`src/rtl/tlc_pkg.sv`:
```
package tlc_pkg;

    localparam int unsigned CYCLE_STATES = 10;
    localparam int unsigned GREEN_SPAN   = 4;
    localparam int unsigned YELLOW_SPAN  = 1;
    localparam int unsigned ROAD_COUNT   = 2;

    typedef enum logic [1:0] {
        LAMP_RED    = 2'd0,
        LAMP_YELLOW = 2'd1,
        LAMP_GREEN  = 2'd2
    } lamp_e;

    typedef struct packed {
        logic red;
        logic yellow;
        logic green;
    } lamp_lines_t;

    // Colour of a road at a given position inside its own period.
    function automatic lamp_e colour_at(input int unsigned pos,
                                        input int unsigned green_len,
                                        input int unsigned yellow_len);
        if (pos < green_len)
            return LAMP_GREEN;
        else if (pos < green_len + yellow_len)
            return LAMP_YELLOW;
        else
            return LAMP_RED;
    endfunction

    // One-hot lamp lines for a colour.
    function automatic lamp_lines_t lines_of(input lamp_e c);
        lamp_lines_t l;
        l.red    = (c == LAMP_RED);
        l.yellow = (c == LAMP_YELLOW);
        l.green  = (c == LAMP_GREEN);
        return l;
    endfunction

endpackage

```
`src/rtl/phase_counter.sv`:
```
module phase_counter #(
    parameter int unsigned PERIOD = tlc_pkg::CYCLE_STATES,
    localparam int unsigned W     = $clog2(PERIOD)
) (
    input  logic         clk,
    input  logic         rst,
    output logic [W-1:0] phase
);
    localparam logic [W-1:0] LAST = W'(PERIOD - 1);

    logic [W-1:0] phase_q;
    logic [W-1:0] phase_d;

    // Next state: step, wrap at the last legal value, and fold any
    // illegal value back to zero.
    always_comb begin
        if (phase_q >= LAST)
            phase_d = '0;
        else
            phase_d = phase_q + W'(1);
    end

    always_ff @(posedge clk) begin
        if (rst)
            phase_q <= '0;
        else
            phase_q <= phase_d;
    end

    assign phase = phase_q;

    AST_PHASE_STEP: assert property (@(posedge clk) disable iff (rst)
        (phase_q < LAST) |=> (phase_q == $past(phase_q) + W'(1)));
    AST_PHASE_WRAP: assert property (@(posedge clk) disable iff (rst)
        (phase_q == LAST) |=> (phase_q == '0));
    AST_PHASE_RECOVER: assert property (@(posedge clk) disable iff (rst)
        (phase_q > LAST) |=> (phase_q == '0));
    AST_RESET_ZERO: assert property (@(posedge clk)
        rst |=> (phase_q == '0));

endmodule

```
`src/rtl/road_decoder.sv`:
```
module road_decoder
    import tlc_pkg::*;
#(
    parameter int unsigned PERIOD     = CYCLE_STATES,
    parameter int unsigned GREEN_LEN  = GREEN_SPAN,
    parameter int unsigned YELLOW_LEN = YELLOW_SPAN,
    parameter int unsigned OFFSET     = 0,
    localparam int unsigned W         = $clog2(PERIOD)
) (
    input  logic [W-1:0] phase,
    output lamp_lines_t  lamps
);
    localparam logic [W:0] PERIOD_V = (W+1)'(PERIOD);
    localparam logic [W:0] OFFSET_V = (W+1)'(OFFSET % PERIOD);

    logic [W:0] shifted;
    logic [W:0] local_pos;
    lamp_e      colour;

    // Position of this road inside its own period, computed without a divider.
    always_comb begin
        shifted = {1'b0, phase} + OFFSET_V;
        if (shifted >= PERIOD_V)
            local_pos = shifted - PERIOD_V;
        else
            local_pos = shifted;
    end

    always_comb begin
        colour = colour_at(int'(local_pos), GREEN_LEN, YELLOW_LEN);
        lamps  = lines_of(colour);
    end

    AST_LAMP_ONEHOT: assert final ($countones(lamps) == 1);

endmodule

```
`src/rtl/intersection_sequencer.sv`:
```
module intersection_sequencer
    import tlc_pkg::*;
#(
    parameter int unsigned PERIOD     = CYCLE_STATES,
    parameter int unsigned GREEN_LEN  = GREEN_SPAN,
    parameter int unsigned YELLOW_LEN = YELLOW_SPAN
) (
    input  logic clk,
    input  logic rst,
    output logic ew_red,
    output logic ew_yellow,
    output logic ew_green,
    output logic ns_red,
    output logic ns_yellow,
    output logic ns_green
);
    localparam int unsigned W           = $clog2(PERIOD);
    localparam int unsigned HALF_PERIOD = PERIOD / 2;

    logic [W-1:0] phase;
    lamp_lines_t  road_lamps [ROAD_COUNT];

    phase_counter #(.PERIOD(PERIOD)) u_phase (
        .clk   (clk),
        .rst   (rst),
        .phase (phase)
    );

    // Road 0 is east-west, road 1 is north-south, shifted half a period.
    for (genvar r = 0; r < ROAD_COUNT; r++) begin : g_road
        road_decoder #(
            .PERIOD     (PERIOD),
            .GREEN_LEN  (GREEN_LEN),
            .YELLOW_LEN (YELLOW_LEN),
            .OFFSET     (r * HALF_PERIOD)
        ) u_dec (
            .phase (phase),
            .lamps (road_lamps[r])
        );
    end

    assign ew_red    = road_lamps[0].red;
    assign ew_yellow = road_lamps[0].yellow;
    assign ew_green  = road_lamps[0].green;
    assign ns_red    = road_lamps[1].red;
    assign ns_yellow = road_lamps[1].yellow;
    assign ns_green  = road_lamps[1].green;

    AST_EW_ONE_LAMP: assert property (@(posedge clk) disable iff (rst)
        $countones({ew_red, ew_yellow, ew_green}) == 1);
    AST_NS_ONE_LAMP: assert property (@(posedge clk) disable iff (rst)
        $countones({ns_red, ns_yellow, ns_green}) == 1);
    AST_EW_GO_NS_RED: assert property (@(posedge clk) disable iff (rst)
        (ew_green || ew_yellow) |-> ns_red);
    AST_NS_GO_EW_RED: assert property (@(posedge clk) disable iff (rst)
        (ns_green || ns_yellow) |-> ew_red);
    AST_RESET_EW_GREEN: assert property (@(posedge clk)
        rst |=> (ew_green && ns_red));
    AST_YELLOW_TO_NS: assert property (@(posedge clk) disable iff (rst)
        ew_yellow |=> ns_green);
    AST_YELLOW_TO_EW: assert property (@(posedge clk) disable iff (rst)
        ns_yellow |=> ew_green);

endmodule

```
`config.mk`:
```
export PLATFORM = sky130hd
export DESIGN_NAME = intersection_sequencer
export DESIGN_NICKNAME = d
export VERILOG_FILES = /design/src/rtl/tlc_pkg.sv /design/src/rtl/phase_counter.sv /design/src/rtl/road_decoder.sv /design/src/rtl/intersection_sequencer.sv
export SDC_FILE = /design/constraint.sdc
export NUM_CORES = 1
export LEC_CHECK = 0
export ABC_AREA = 1
export BUFFER_PORTS_ARGS = -buffer_cell sky130_fd_sc_hd__buf_2
export CAP_MARGIN = 20
export CORE_UTILIZATION = 35
export DETAILED_ROUTE_END_ITERATION = 16
export PLACE_DENSITY = 0.53
export SLEW_MARGIN = 0
export SYNTH_ARGS = -nofsm -noshare
export SYNTH_HDL_FRONTEND = slang
export SYNTH_SLANG_ARGS = --single-unit
```
`constraint.sdc`:
```
create_clock -name clk -period 2.1 [get_ports clk]
set_input_delay 0.315 -clock clk [delete_from_list [all_inputs] [get_ports clk]]
set_output_delay 0.315 -clock clk [all_outputs]
set_load 0.01 [all_outputs]
```
==> flow_summary.yaml <==
run_status:
  status: "finished, violations left"
  violations: "negative setup slack"
worst_hold_path:
  min_delay_path_depth: 3
  hold_class: "input pin to flip-flop"
  hold_end: "u_phase.phase[2]"
  worst_hold_startpoint: "rst"
placed_design:
  hpwl_um: 973
  gp_congestion: 0.770
  port_buffers: 7
flow_run:
  drv_cap: 0
setup_path:
  r2r_end: "u_phase.phase[3]"
  rrSetupSlack_ps: 790
  cpMostUsedCell: "nand2_1"
  critPathBufInv: 4
  path_class: "flip-flop to primary output"
  required_ps: 1780
  slowest_delay_ps: 370
  r2r_cells: 7
  crit_chain: "inv_4 > buf_6 > buf_4 > ha_4 > nand3_2 > nand2_4 > a21oi_4 > nand2_1 > o21ai_2 > o21ai_1 > nand2_1 > buf_2"
  path_max_fanout: 3
  worstPathArrival_ps: 1820
  cp-start-kind: "flip-flop"
  worst_path_max_delay_cell: "dfxtp_4"
  rr_startpoint: "u_phase.phase[1]"
  critPathTopFamily: "buffers and inverters"
  critical_path.endpoint_type: "primary output"
clock_network:
  cts_made_buffers: 3
  clockBufferDepth: 2
  clk_latency_ps: 230
  clock_sinks: 4
  root_buffer: "clkbuf_4"
  cts_tree: "yes"
  cts_max_level: 1
  path_clk_slew_ps: 40
synth:
  syn_nets: 100
  syn-cell-area_um2: 596
  synth_top_area_share_pct: 21.0
  syn_inst: 88
  synth_seq_cells: 4
  postSynthAreaPerCell_um2: 6.77
  yosysWarnings: 0
  yosys.cell_types.count: 22
  ys_seq_area_share_pct: 13.4
  ys_top_cells_by_area: "ha_1 21%, dfxtp_1 13%, nand2_1 10%"
  yosysTopAreaCell: "ha_1"
floorplan:
  die_w_um: 43.3
  dieArea_um2: 1870
  ios: 8
  rows: 14
  dieHeight_um: 43.3
  initial_core_util_pct: 38.6
  core_um2: 1540
route:
  drc: 0
  postRouteAntennaNets: 0
  via_per_inst: 4.69
  wl_um: 1400
  drt_pass1_iterations: 3
  wl_per_cell_um: 11.0
  drtIter0Drc: 3
  vias: 596
timing:
  rsz0062_at_grt: "yes"
  worst_slack_ps: -37.6
  timing.fmax_mhz: 468
  drv_slew: 0
  skew_ps: 3.52
  hold_ws_ps: 429
  timing.final.crit_share_pct: 102
  post-route-min-period_ps: 2140
  final-setup-viol-count: 4
  worstMarginPinSlew_ps: 328
  finalHoldViolations: 0
  relSlewSlack_pct: 78.1
power_and_ir_drop:
  peakVddDrop_mv: 0.416
  p_leak_uw: 0.000455
  powerDensity_nw_per_um2: 455
cells_and_area:
  drive_gt1_share_pct: 61.3
  seq_area_um2: 92.6
  utilization_pct: 61.4
  multi_input_area_um2: 612
  areaGrowthSynthToFinish_pct: 59.0
  fillers: 134
  diodes: 0
  largest_reg_flops: 4
  fin_nets: 125
global_routing:
  antenna_found_initial: 0
  grt_use_total_pct: 16.9
  grt_pass1_vias: 600
  grt-ovfl-total: 0
  grt_pass1_wl_um: 2430
  grt_max_degree: 9
## worst max-delay path by stage
stage                                 from         to  cells past startpoint  slack [ps]
after detailed placement  u_phase.phase[0]  ns_yellow                     13          20
after global routing      u_phase.phase[1]  ew_yellow                     14        -190
after floorplan           u_phase.phase[0]   ns_green                      8          20
final                     u_phase.phase[1]     ns_red                     12         -40
after global placement    u_phase.phase[0]  ns_yellow                     11          50
after CTS                 u_phase.phase[1]  ew_yellow                     11         -80
## worst min-delay path: stages
cell and delay (ps):
buf_2 70, o21bai_1 180, nor2_1 50
## cell type report
| type | instances | area share (%) |
|---|---|---|
| Clock buffer | 3 | 2.38 |
| Inverter | 12 | 5.55 |
| Multi-Input combinational cell | 71 | 64.6 |
| Sequential cell | 4 | 9.78 |
| Tap cell | 16 | 2.11 |
| Timing Repair Buffer | 21 | 15.6 |
## power breakdown
part	switching [µW]	internal, µW	leakage (µW)
registers	8.24	81.2	0.0000353
clock network	26.3	63.5	0.0000138
logic	132	120	0.000406
total	167	264	0.000455
## stage by stage
stage | setup TNS [ps] | std cells | power [µW] | area [µm²] | setup WS, ps
after floorplan | 0 | 88 | 208 | 596 | 23.4
after global placement | 0 | 118 | 267 | 703 | 46.0
after detailed placement | 0 | 118 | 269 | 703 | 24.7
after CTS | -146 | 127 | 412 | 901 | -75.8
after global routing | -704 | 127 | 471 | 947 | -185
final | -106 | 127 | 431 | 947 | -37.6
## cell usage in the layout, fill, tap and decap left out
| cell | Yosys | layout |
|---|---|---|
| nand3_1 | 9 | 8 |
| o21ai_1 | 1 | 2 |
| dfxtp_4 | 0 | 3 |
| dfxtp_2 | 0 | 1 |
| nand3b_1 | 1 | 1 |
| nand2_1 | 16 | 14 |
| nand2_4 | 3 | 6 |
| inv_4 | 1 | 3 |
| nand2_2 | 7 | 6 |
| nor3_2 | 0 | 2 |
| inv_1 | 11 | 3 |
| buf_6 | 0 | 2 |
| ha_1 | 10 | 3 |
| buf_2 | 0 | 7 |
| nor2_4 | 0 | 3 |
| clkbuf_4 | 0 | 3 |
| ha_4 | 0 | 7 |
| a21oi_4 | 1 | 1 |
| o21ai_2 | 1 | 1 |
| nor2_2 | 2 | 2 |
| buf_4 | 1 | 12 |
| a21oi_1 | 1 | 1 |
| nand3_2 | 1 | 2 |
| nor2_1 | 11 | 8 |
| o21bai_1 | 1 | 1 |
| a31oi_2 | 0 | 1 |
| inv_2 | 0 | 6 |
| xor2_1 | 2 | 2 |
## cells in the mapped netlist
| master | count |
|---|---|
| nand3_2 | 1 |
| buf_4 | 1 |
| nand2_4 | 3 |
| o21ai_0 | 1 |
| a31oi_1 | 1 |
| xor2_1 | 2 |
| nand3_1 | 9 |
| o21ai_1 | 1 |
| nand3b_1 | 1 |
| o21ai_2 | 1 |
| a21oi_1 | 1 |
| inv_1 | 11 |
| nand2_2 | 7 |
| nor2_2 | 2 |
| dfxtp_1 | 4 |
| nand2_1 | 16 |
| a21oi_4 | 1 |
| o21bai_1 | 1 |
| ha_1 | 10 |
| inv_4 | 1 |
| nor3_1 | 2 |
| nor2_1 | 11 |
## timing repair
item                       4_1_cts  5_1_grt
buffers inserted                 6        0
setup endpoints to repair        5        6
resized for setup               34       13
pin swaps                       20       10
hold buffers                     0        0
## per-layer routing
metal,GRT usage [%],wire [µm],part of all wire [%]
met1,19.9,591,42
met2,32.2,769,55
met3,1.28,22,1.6
met4,3.64,11,0.79
met5,0,0,0
## logic make-up after synthesis
group,synth area share (%)
AO/OA/AOI/OAI,9.03
XOR/XNOR,2.94
adder cells (fa/ha/maj),21.0
buffers and inverters,9.24
flip-flops,13.4
AND/OR/NAND/NOR,44.3
Note: power is estimated with default switching activity, not from simulation.
